$ cat src/rtl/pcseq_pkg.sv
package pcseq_pkg;

    localparam int PC_W    = 13;
    localparam int OFS_W   = 12;
    localparam int SEL_W   = 2;
    localparam int ROM_AW  = OFS_W + SEL_W;
    localparam int LEN_W   = 2;
    localparam int OP_W    = 3;
    localparam int IRQ_N   = 6;
    localparam int IRQ_IW  = $clog2(IRQ_N + 1);
    localparam int SBR_W   = 6;
    localparam int LCALL_W = 11;
    localparam int SCALL_W = 4;

    typedef logic [PC_W-1:0]  pc_t;
    typedef logic [SEL_W-1:0] sel_t;

    typedef enum logic [OP_W-1:0] {
        OP_STEP  = 3'd0,
        OP_SBR   = 3'd1,
        OP_LBR   = 3'd2,
        OP_FBR   = 3'd3,
        OP_SCALL = 3'd4,
        OP_LCALL = 3'd5
    } op_e;

    typedef enum logic [2:0] {
        SRC_RESET,
        SRC_IRQ,
        SRC_RETURN,
        SRC_INSN,
        SRC_HOLD
    } src_e;

    // Result of evaluating one decoded instruction
    typedef struct packed {
        pc_t  target;
        logic push;
        pc_t  link;
    } flow_t;

    // Short call destination: 8n+6, with index 0 redirected
    function automatic pc_t scall_target(input logic [SCALL_W-1:0] n);
        pc_t t;
        if (n == '0)
            t = PC_W'(13'h086);
        else
            t = PC_W'({n, 3'b110});
        return t;
    endfunction

    // Physical bank for the upper code window
    function automatic sel_t upper_bank(input sel_t code);
        sel_t b;
        case (code)
            2'b01:   b = 2'd2;
            2'b10:   b = 2'd3;
            default: b = 2'd1;
        endcase
        return b;
    endfunction

    // Interrupt vector for a winning source index
    function automatic pc_t irq_vector(input logic [IRQ_IW-1:0] idx);
        logic [IRQ_IW-1:0] k;
        k = idx + IRQ_IW'(1);
        return PC_W'({k, 1'b0});
    endfunction

endpackage

$ cat src/rtl/pcseq_target.sv
module pcseq_target
    import pcseq_pkg::*;
(
    input  pc_t              pc,
    input  logic [OP_W-1:0]  op,
    input  pc_t              arg,
    input  logic [LEN_W-1:0] len,
    input  logic             sf,
    output flow_t            flow
);

    pc_t pc_p1, pc_p2, pc_p3, pc_pl;
    op_e kind;

    always_comb begin
        pc_p1 = pc + PC_W'(1);
        pc_p2 = pc + PC_W'(2);
        pc_p3 = pc + PC_W'(3);
        pc_pl = pc + PC_W'(len);
        kind  = op_e'(op);
    end

    always_comb begin
        flow.target = pc_pl;
        flow.push   = 1'b0;
        flow.link   = pc_p1;
        case (kind)
            OP_SBR: begin
                if (sf)
                    flow.target = {pc_p1[PC_W-1:SBR_W], arg[SBR_W-1:0]};
                else
                    flow.target = pc_p1;
            end
            OP_LBR: begin
                if (sf)
                    flow.target = {pc[PC_W-1:OFS_W], arg[OFS_W-1:0]};
                else
                    flow.target = pc_p2;
            end
            OP_FBR: begin
                if (sf)
                    flow.target = arg;
                else
                    flow.target = pc_p3;
            end
            OP_SCALL: begin
                flow.target = scall_target(arg[SCALL_W-1:0]);
                flow.push   = 1'b1;
                flow.link   = pc_p1;
            end
            OP_LCALL: begin
                flow.target = {{(PC_W-LCALL_W){1'b0}}, arg[LCALL_W-1:0]};
                flow.push   = 1'b1;
                flow.link   = pc_p2;
            end
            default: flow.target = pc_pl;
        endcase
    end

endmodule

$ cat src/rtl/pcseq_arb.sv
module pcseq_arb
    import pcseq_pkg::*;
(
    input  logic             rst,
    input  pc_t              pc,
    input  logic [IRQ_N-1:0] irq,
    input  logic             ret,
    input  logic             rti,
    input  pc_t              ret_data,
    input  logic             op_valid,
    input  flow_t            flow,
    output src_e             src,
    output pc_t              next_pc,
    output logic             push,
    output pc_t              push_pc,
    output logic             restore
);

    logic              irq_hit;
    logic [IRQ_IW-1:0] irq_idx;

    // Lowest set index wins: scan downward so it is assigned last
    always_comb begin
        irq_hit = 1'b0;
        irq_idx = '0;
        for (int i = IRQ_N - 1; i >= 0; i--) begin
            if (irq[i]) begin
                irq_hit = 1'b1;
                irq_idx = IRQ_IW'(i);
            end
        end
    end

    always_comb begin
        if (rst)
            src = SRC_RESET;
        else if (irq_hit)
            src = SRC_IRQ;
        else if (ret || rti)
            src = SRC_RETURN;
        else if (op_valid)
            src = SRC_INSN;
        else
            src = SRC_HOLD;
    end

    always_comb begin
        next_pc = pc;
        push    = 1'b0;
        push_pc = pc;
        restore = 1'b0;
        case (src)
            SRC_RESET:  next_pc = '0;
            SRC_IRQ: begin
                next_pc = irq_vector(irq_idx);
                push    = 1'b1;
                push_pc = pc;
            end
            SRC_RETURN: begin
                next_pc = ret_data;
                restore = rti;
            end
            SRC_INSN: begin
                next_pc = flow.target;
                push    = flow.push;
                push_pc = flow.link;
            end
            default:    next_pc = pc;
        endcase
    end

endmodule

$ cat src/rtl/pcseq_bankmap.sv
module pcseq_bankmap
    import pcseq_pkg::*;
(
    input  pc_t               pc,
    input  sel_t              sel,
    output logic [ROM_AW-1:0] rom_addr
);

    sel_t phys;

    always_comb begin
        if (pc[PC_W-1])
            phys = upper_bank(sel);
        else
            phys = '0;
        rom_addr = {phys, pc[OFS_W-1:0]};
    end

endmodule

$ cat src/rtl/pcseq_top.sv
module pcseq_top
    import pcseq_pkg::*;
(
    input  logic              clk,
    input  logic              rst,
    input  logic              op_valid_i,
    input  logic [2:0]        op_i,
    input  logic [12:0]       arg_i,
    input  logic [1:0]        len_i,
    input  logic              sf_i,
    input  logic [5:0]        irq_i,
    input  logic              ret_i,
    input  logic              rti_i,
    input  logic [12:0]       ret_data_i,
    input  logic              bank_we_i,
    input  logic [1:0]        bank_d_i,
    output logic [12:0]       pc_o,
    output logic [13:0]       rom_addr_o,
    output logic [1:0]        bank_o,
    output logic              push_o,
    output logic [12:0]       push_pc_o,
    output logic              restore_o
);

    pc_t   pc_q;
    sel_t  sel_q;
    flow_t flow;
    src_e  src;
    pc_t   next_pc;

    pcseq_target u_target (
        .pc   (pc_q),
        .op   (op_i),
        .arg  (arg_i),
        .len  (len_i),
        .sf   (sf_i),
        .flow (flow)
    );

    pcseq_arb u_arb (
        .rst      (rst),
        .pc       (pc_q),
        .irq      (irq_i),
        .ret      (ret_i),
        .rti      (rti_i),
        .ret_data (ret_data_i),
        .op_valid (op_valid_i),
        .flow     (flow),
        .src      (src),
        .next_pc  (next_pc),
        .push     (push_o),
        .push_pc  (push_pc_o),
        .restore  (restore_o)
    );

    pcseq_bankmap u_map (
        .pc       (pc_q),
        .sel      (sel_q),
        .rom_addr (rom_addr_o)
    );

    always_ff @(posedge clk) begin
        if (src == SRC_RESET) begin
            pc_q  <= '0;
            sel_q <= '0;
        end else begin
            pc_q <= next_pc;
            if (bank_we_i)
                sel_q <= bank_d_i;
        end
    end

    assign pc_o   = pc_q;
    assign bank_o = sel_q;

endmodule

$ cat config.mk
export PLATFORM = sky130hd
export DESIGN_NAME = pcseq_top
export DESIGN_NICKNAME = d
export VERILOG_FILES = /design/src/rtl/pcseq_pkg.sv /design/src/rtl/pcseq_target.sv /design/src/rtl/pcseq_arb.sv /design/src/rtl/pcseq_bankmap.sv /design/src/rtl/pcseq_top.sv
export SDC_FILE = /design/constraint.sdc
export NUM_CORES = 1
export LEC_CHECK = 0
export BUFFER_PORTS_ARGS = -buffer_cell sky130_fd_sc_hd__buf_2
export CAP_MARGIN = 20
export CORE_ASPECT_RATIO = 1.5
export CORE_UTILIZATION = 48
export DETAILED_ROUTE_END_ITERATION = 10
export GPL_TIMING_DRIVEN = 0
export PLACE_DENSITY = 0.79
export SETUP_SLACK_MARGIN = 0.4
export SYNTH_ARGS = -nofsm -noshare
export SYNTH_HDL_FRONTEND = slang
export SYNTH_SLANG_ARGS = --single-unit
$ cat constraint.sdc
create_clock -name clk -period 1.95 [get_ports clk]
set_input_delay 0.39 -clock clk [delete_from_list [all_inputs] [get_ports clk]]
set_output_delay 0.39 -clock clk [all_outputs]
set_load 0.1 [all_outputs]
==> results of run 1 <==
-- per-stage QoR --
step	cell area, µm²	setup TNS [ns]	instances	hold slack, ns
global placement	3870	-16.24	580	0.495
floorplan	3360	-7.63	423	0.536
CTS	5040	-5.99	632	0.366
detailed placement	3870	-15.98	580	0.516
-- synthesized netlist by cell type, types with 4 or more instances --
library cell,instances
a21o_1,4
xor2_1,15
clkbuf_1,11
o211ai_1,4
a31oi_1,7
buf_4,16
nor3b_1,6
a21oi_1,36
a221oi_1,4
o21ai_0,27
nand2_1,43
dfxtp_1,15
inv_1,12
buf_2,17
nor3_1,21
or3_1,4
nand2b_1,7
xnor2_1,18
mux2i_1,8
nor2_1,35
nand3b_1,7
nand3_1,18
o22ai_1,10
a32oi_1,4
ha_1,8
-- repair_timing --
item | 4_1_cts
pin swaps | 39
gates cloned | 0
endpoints found under the hold margin | 0
gates resized for setup | 188
endpoints found under the setup margin | 35
buffers inserted | 48
-- metal layers --
metal  GRT overflow  global-route usage, %
met3              9                   68.3
met2            298                    124
met5              0                   41.1
met4            145                    117
met1              2                   84.9
-- kinds of logic after synthesis --
family                   count (synthesis)  share of synthesized area (%)
AO/OA/AOI/OAI                          125                           28.5
XOR/XNOR                                33                           10.1
adder cells (fa/ha/maj)                  9                           4.20
buffers and inverters                   63                           11.9
flip-flops                              15                           10.5
multiplexers                             9                           3.19
AND/OR/NAND/NOR                        169                           31.6
==> flow_metrics.tcl, run 1 <==
set metrics [dict create \
    grt_start_max_net_pins 11 \
    grt_overflow 454 \
    synth_flop_cell "dfxtp_1" \
    ys_top_cells_by_area "dfxtp_1 10%, a21oi_1 6.3%, nand2_1 5.6%" \
    clock-sinks 15 \
    cts-root-buf "clkbuf_8" \
    ys_seq_area_share_pct 10.5 \
    cts_max_path_buffers 2 \
    place_ws_ns -1.12 \
    synth.distinct_cells 69 \
    status "aborted with a tool error" \
    yosys_warnings 0 \
    cts_hold_buffers 0 \
    initial_utilization_pct 49.4 \
    gp_congestion 1.01 \
    numCtsBuffers 3 \
    grt.total_usage_pct 95.4 \
    synth_top_area_share_pct 10.5 \
    worst-ep-kind "output port" \
    synth_edf_count 0 \
    synthCells 423 \
    postGrtWorstEndpoint "push_pc_o[11]" \
    syn_nets 478 \
    syn_area_per_cell_um2 6.76 \
    die_h_um 96.5 \
    firstError "[ERROR GRT-0232] Routing congestion too high. Check the congestion heatmap in the GUI." \
    async_reset_ff_share_pct 0 \
    die_x_um 65.0 \
    stop_stage "global routing" \
    io_buffers 85 \
    dp_hpwl_mm 9.28 \
    pin_count 90 \
    yosys.area.top_type "dfxtp_1" \
    synth_seq_cells 15 \
    netlist_area_um2 2860 \
    rows 34 \
    htreeDepth 1 \
]
==> run 2, diff against run 1 <==
CORE_ASPECT_RATIO = default   (was 1.5)
CORE_UTILIZATION = 40   (was 48)
PLACE_DENSITY = default   (was 0.79)
PLACE_DENSITY_LB_ADDON = 0.15   (was default)
SETUP_SLACK_MARGIN = default   (was 0.4)
clock period = 2.5 ns   (was 1.95 ns; I/O delays follow)
==> run 2 against run 1 <==
Compared with the run above: the flow now finishes, with violations (setup timing); synthesized area is the same; synthesized cell count is the same.
==> flow_metrics.tcl, run 2 <==
set metrics [dict create \
    timing.final.ws_setup_ns -0.136 \
    pin_count 90 \
    pwr-share-comb_pct 50.7 \
    relSlewSlack_pct 35.5 \
    drive_gt1_share_pct 41.7 \
    drc 0 \
    power.density_nw_per_um2 211 \
    synth_edf_count 0 \
    synthTopCellsByCount "43 x nand2_1, 36 x a21oi_1, 35 x nor2_1" \
    violations "setup timing" \
    wl_per_cell_um 19.5 \
    ff2ff_path_depth 9 \
    fin_nets 593 \
    synthToLayoutAreaGrowth_pct 55.6 \
    grt_antenna_before_repair 0 \
    fillCellCount 634 \
    p_int_mw 0.511 \
    drt-total-wl_mm 12.3 \
    period_needed_ns 2.64 \
    power.leakage_nw 1.87 \
    ys_top_cells_by_area "dfxtp_1 10%, a21oi_1 6.3%, nand2_1 5.6%" \
    netlist_area_um2 2860 \
    synth.distinct_cells 69 \
    reg2reg_to "pc_o[10]" \
    finalHoldViolCount 0 \
    tritoncts "built" \
    timing.hold.ws_ns 0.484 \
    syn_nets 478 \
    clock_power_share_pct 22.4 \
    crit_path_end_kind "output pin" \
    cp_max_fo 4 \
    grt_start_max_net_pins 14 \
    route.vias.total 3899 \
    cp-endpoint "push_pc_o[10]" \
    htreeDepth 1 \
    ys_seq_area_share_pct 10.5 \
    yosys.area.top_type "dfxtp_1" \
    die_area_um2 7490 \
    die_h_um 86.6 \
    ant_nets 0 \
    async_reset_ff_share_pct 0 \
    numCtsBuffers 3 \
    fmax_mhz 379 \
    design.core.area_um2 6870 \
    synth_flop_cell "dfxtp_1" \
    final_common_cell "buf_2" \
    finClkSkew_ns 0.00181 \
    peakVddDrop_mv 0.203 \
    reg2reg_slack_ns 0.08 \
    rows 30 \
    synth_seq_cells 15 \
    yosys_warnings 0 \
    switching_share_pct 45.5 \
    timing_worst_setup_path_type "primary input to output pin" \
    p_seq_share_pct 26.9 \
    hold_path_class "primary input to flop" \
    grt_overflow 0 \
    first_pass_iters 5 \
    first_iter_violations 446 \
    die_x_um 86.6 \
    synth_top_area_share_pct 10.5 \
    worstPathArrival_ns 2.14 \
    io_buffers 85 \
    yosysMostFrequentCell "nand2_1" \
    critPathLaunch "irq_i[3]" \
    grt.total_usage_pct 32.5 \
    p_sw_mw 0.426 \
    cts_hold_buffers 0 \
    syn_area_per_cell_um2 6.76 \
    max_cap_viol_count 0 \
    largest_reg_flops 13 \
    clkLatencyLatePin_ns 0.25 \
    n_antenna_cell 0 \
    grt_first_pass_wirelength_mm 18.6 \
    dp_hpwl_mm 8.94 \
    vias_per_cell 6.16 \
    cp.required_ns 2.00 \
    drv_slew 0 \
    total_power_mw 0.938 \
    grt_pass1_vias 3388 \
    cts_max_path_buffers 2 \
    final_cell_mix "80 x buf_2, 41 x buf_4, 38 x nand2_1, 34 x a21oi_1, 29 x nor2_1" \
    worstMarginPinSlew_ns 0.967 \
    status "finished, violations left" \
    r2r-start "pc_o[0]" \
    setup_viol 13 \
    clk_pin_slew_ns 0.06 \
    clock-sinks 15 \
    start_kind "primary input" \
    synthCells 423 \
    min_period_over_period_pct 105 \
    gp_congestion 0.967 \
    initial_utilization_pct 41.6 \
    cts-root-buf "clkbuf_8" \
    rsz0062_at_grt "yes" \
]
-- run 2: cell counts after synthesis --
No cell type changed its count.
-- run 2: cell type report --
class                   instances  area (µm²)  share of cell area [%]
repair buffers                112         875                    19.7
well taps                      96         120                    2.70
plain buffers                  47         342                    7.68
clock buffers                   4        45.0                    1.01
flip-flops and latches         15         338                    7.59
inverters                      14        57.6                    1.29
multi-input cells             345        2670                    60.1
-- run 2: cell families after synthesis --
| kind of cell | Yosys count | share of synthesized area (%) |
|---|---|---|
| flip-flops | 15 | 10.5 |
| AO/OA/AOI/OAI | 125 | 28.5 |
| XOR/XNOR | 33 | 10.1 |
| AND/OR/NAND/NOR | 169 | 31.6 |
| multiplexers | 9 | 3.19 |
| buffers and inverters | 63 | 11.9 |
| adder cells (fa/ha/maj) | 9 | 4.20 |
-- run 2: worst min path at each step --
stage          cells past startpoint   startpoint  slack (ns)   endpoint
6_report                           3  bank_d_i[1]        0.48  bank_o[1]
5_1_grt                            3  bank_d_i[0]        0.49  bank_o[0]
4_1_cts                            3  bank_d_i[0]        0.49  bank_o[0]
3_5_place_dp                       2    bank_o[1]        0.53  bank_o[1]
3_3_place_gp                       2    bank_o[1]        0.51  bank_o[1]
2_1_floorplan                      2  bank_d_i[0]        0.65  bank_o[0]
-- run 2: per-stage QoR --
| stage | setup TNS [ns] | area (µm²) | util, % | setup WS [ns] | instances |
|---|---|---|---|---|---|
| detailed placement | -8.90 | 3790 | 55.2 | -0.828 | 604 |
| global route | -1.67 | 4450 | 64.8 | -0.183 | 633 |
| global placement | -8.66 | 3790 | 55.2 | -0.780 | 604 |
| CTS | -1.91 | 4290 | 62.4 | -0.211 | 626 |
| floorplan | -2.31 | 3250 | - | -0.286 | 423 |
| finish | -1.05 | 4450 | 64.8 | -0.136 | 633 |
-- run 2: power groups by stage --
stage	Clock (mW)	Combinational, mW	Sequential, mW
finish	0.210	0.476	0.252
global route	0.231	0.499	0.253
CTS	0.212	0.457	0.248
detailed placement	0	0.429	0.254
global placement	0	0.429	0.254
floorplan	0	0.262	0.290
-- run 2: routing by layer --
layer | GRT usage (%) | part of all wire [%] | vias up
li1 | - | - | 1773
met1 | 43.7 | 40 | 1836
met2 | 52.3 | 47 | 258
met3 | 5.71 | 9.9 | 32
met4 | 11.4 | 3.2 | 0
met5 | 0 | 0 | -
-- run 2: critical path: stages --
cell	delay [ns]
buf_8	0.10
nor4_4	0.33
and2_1	0.19
buf_6	0.11
nand3_4	0.09
or3_4	0.43
xnor2_4	0.19
buf_12	0.19
-- run 2: timing repair --
| item | CTS | global route |
|---|---|---|
| gates resized for setup | 79 | 22 |
| buffers inserted | 18 | 10 |
| endpoints found under the setup margin | 19 | 14 |
| pin swaps | 12 | 9 |
Power figures use the tool's default switching activity.
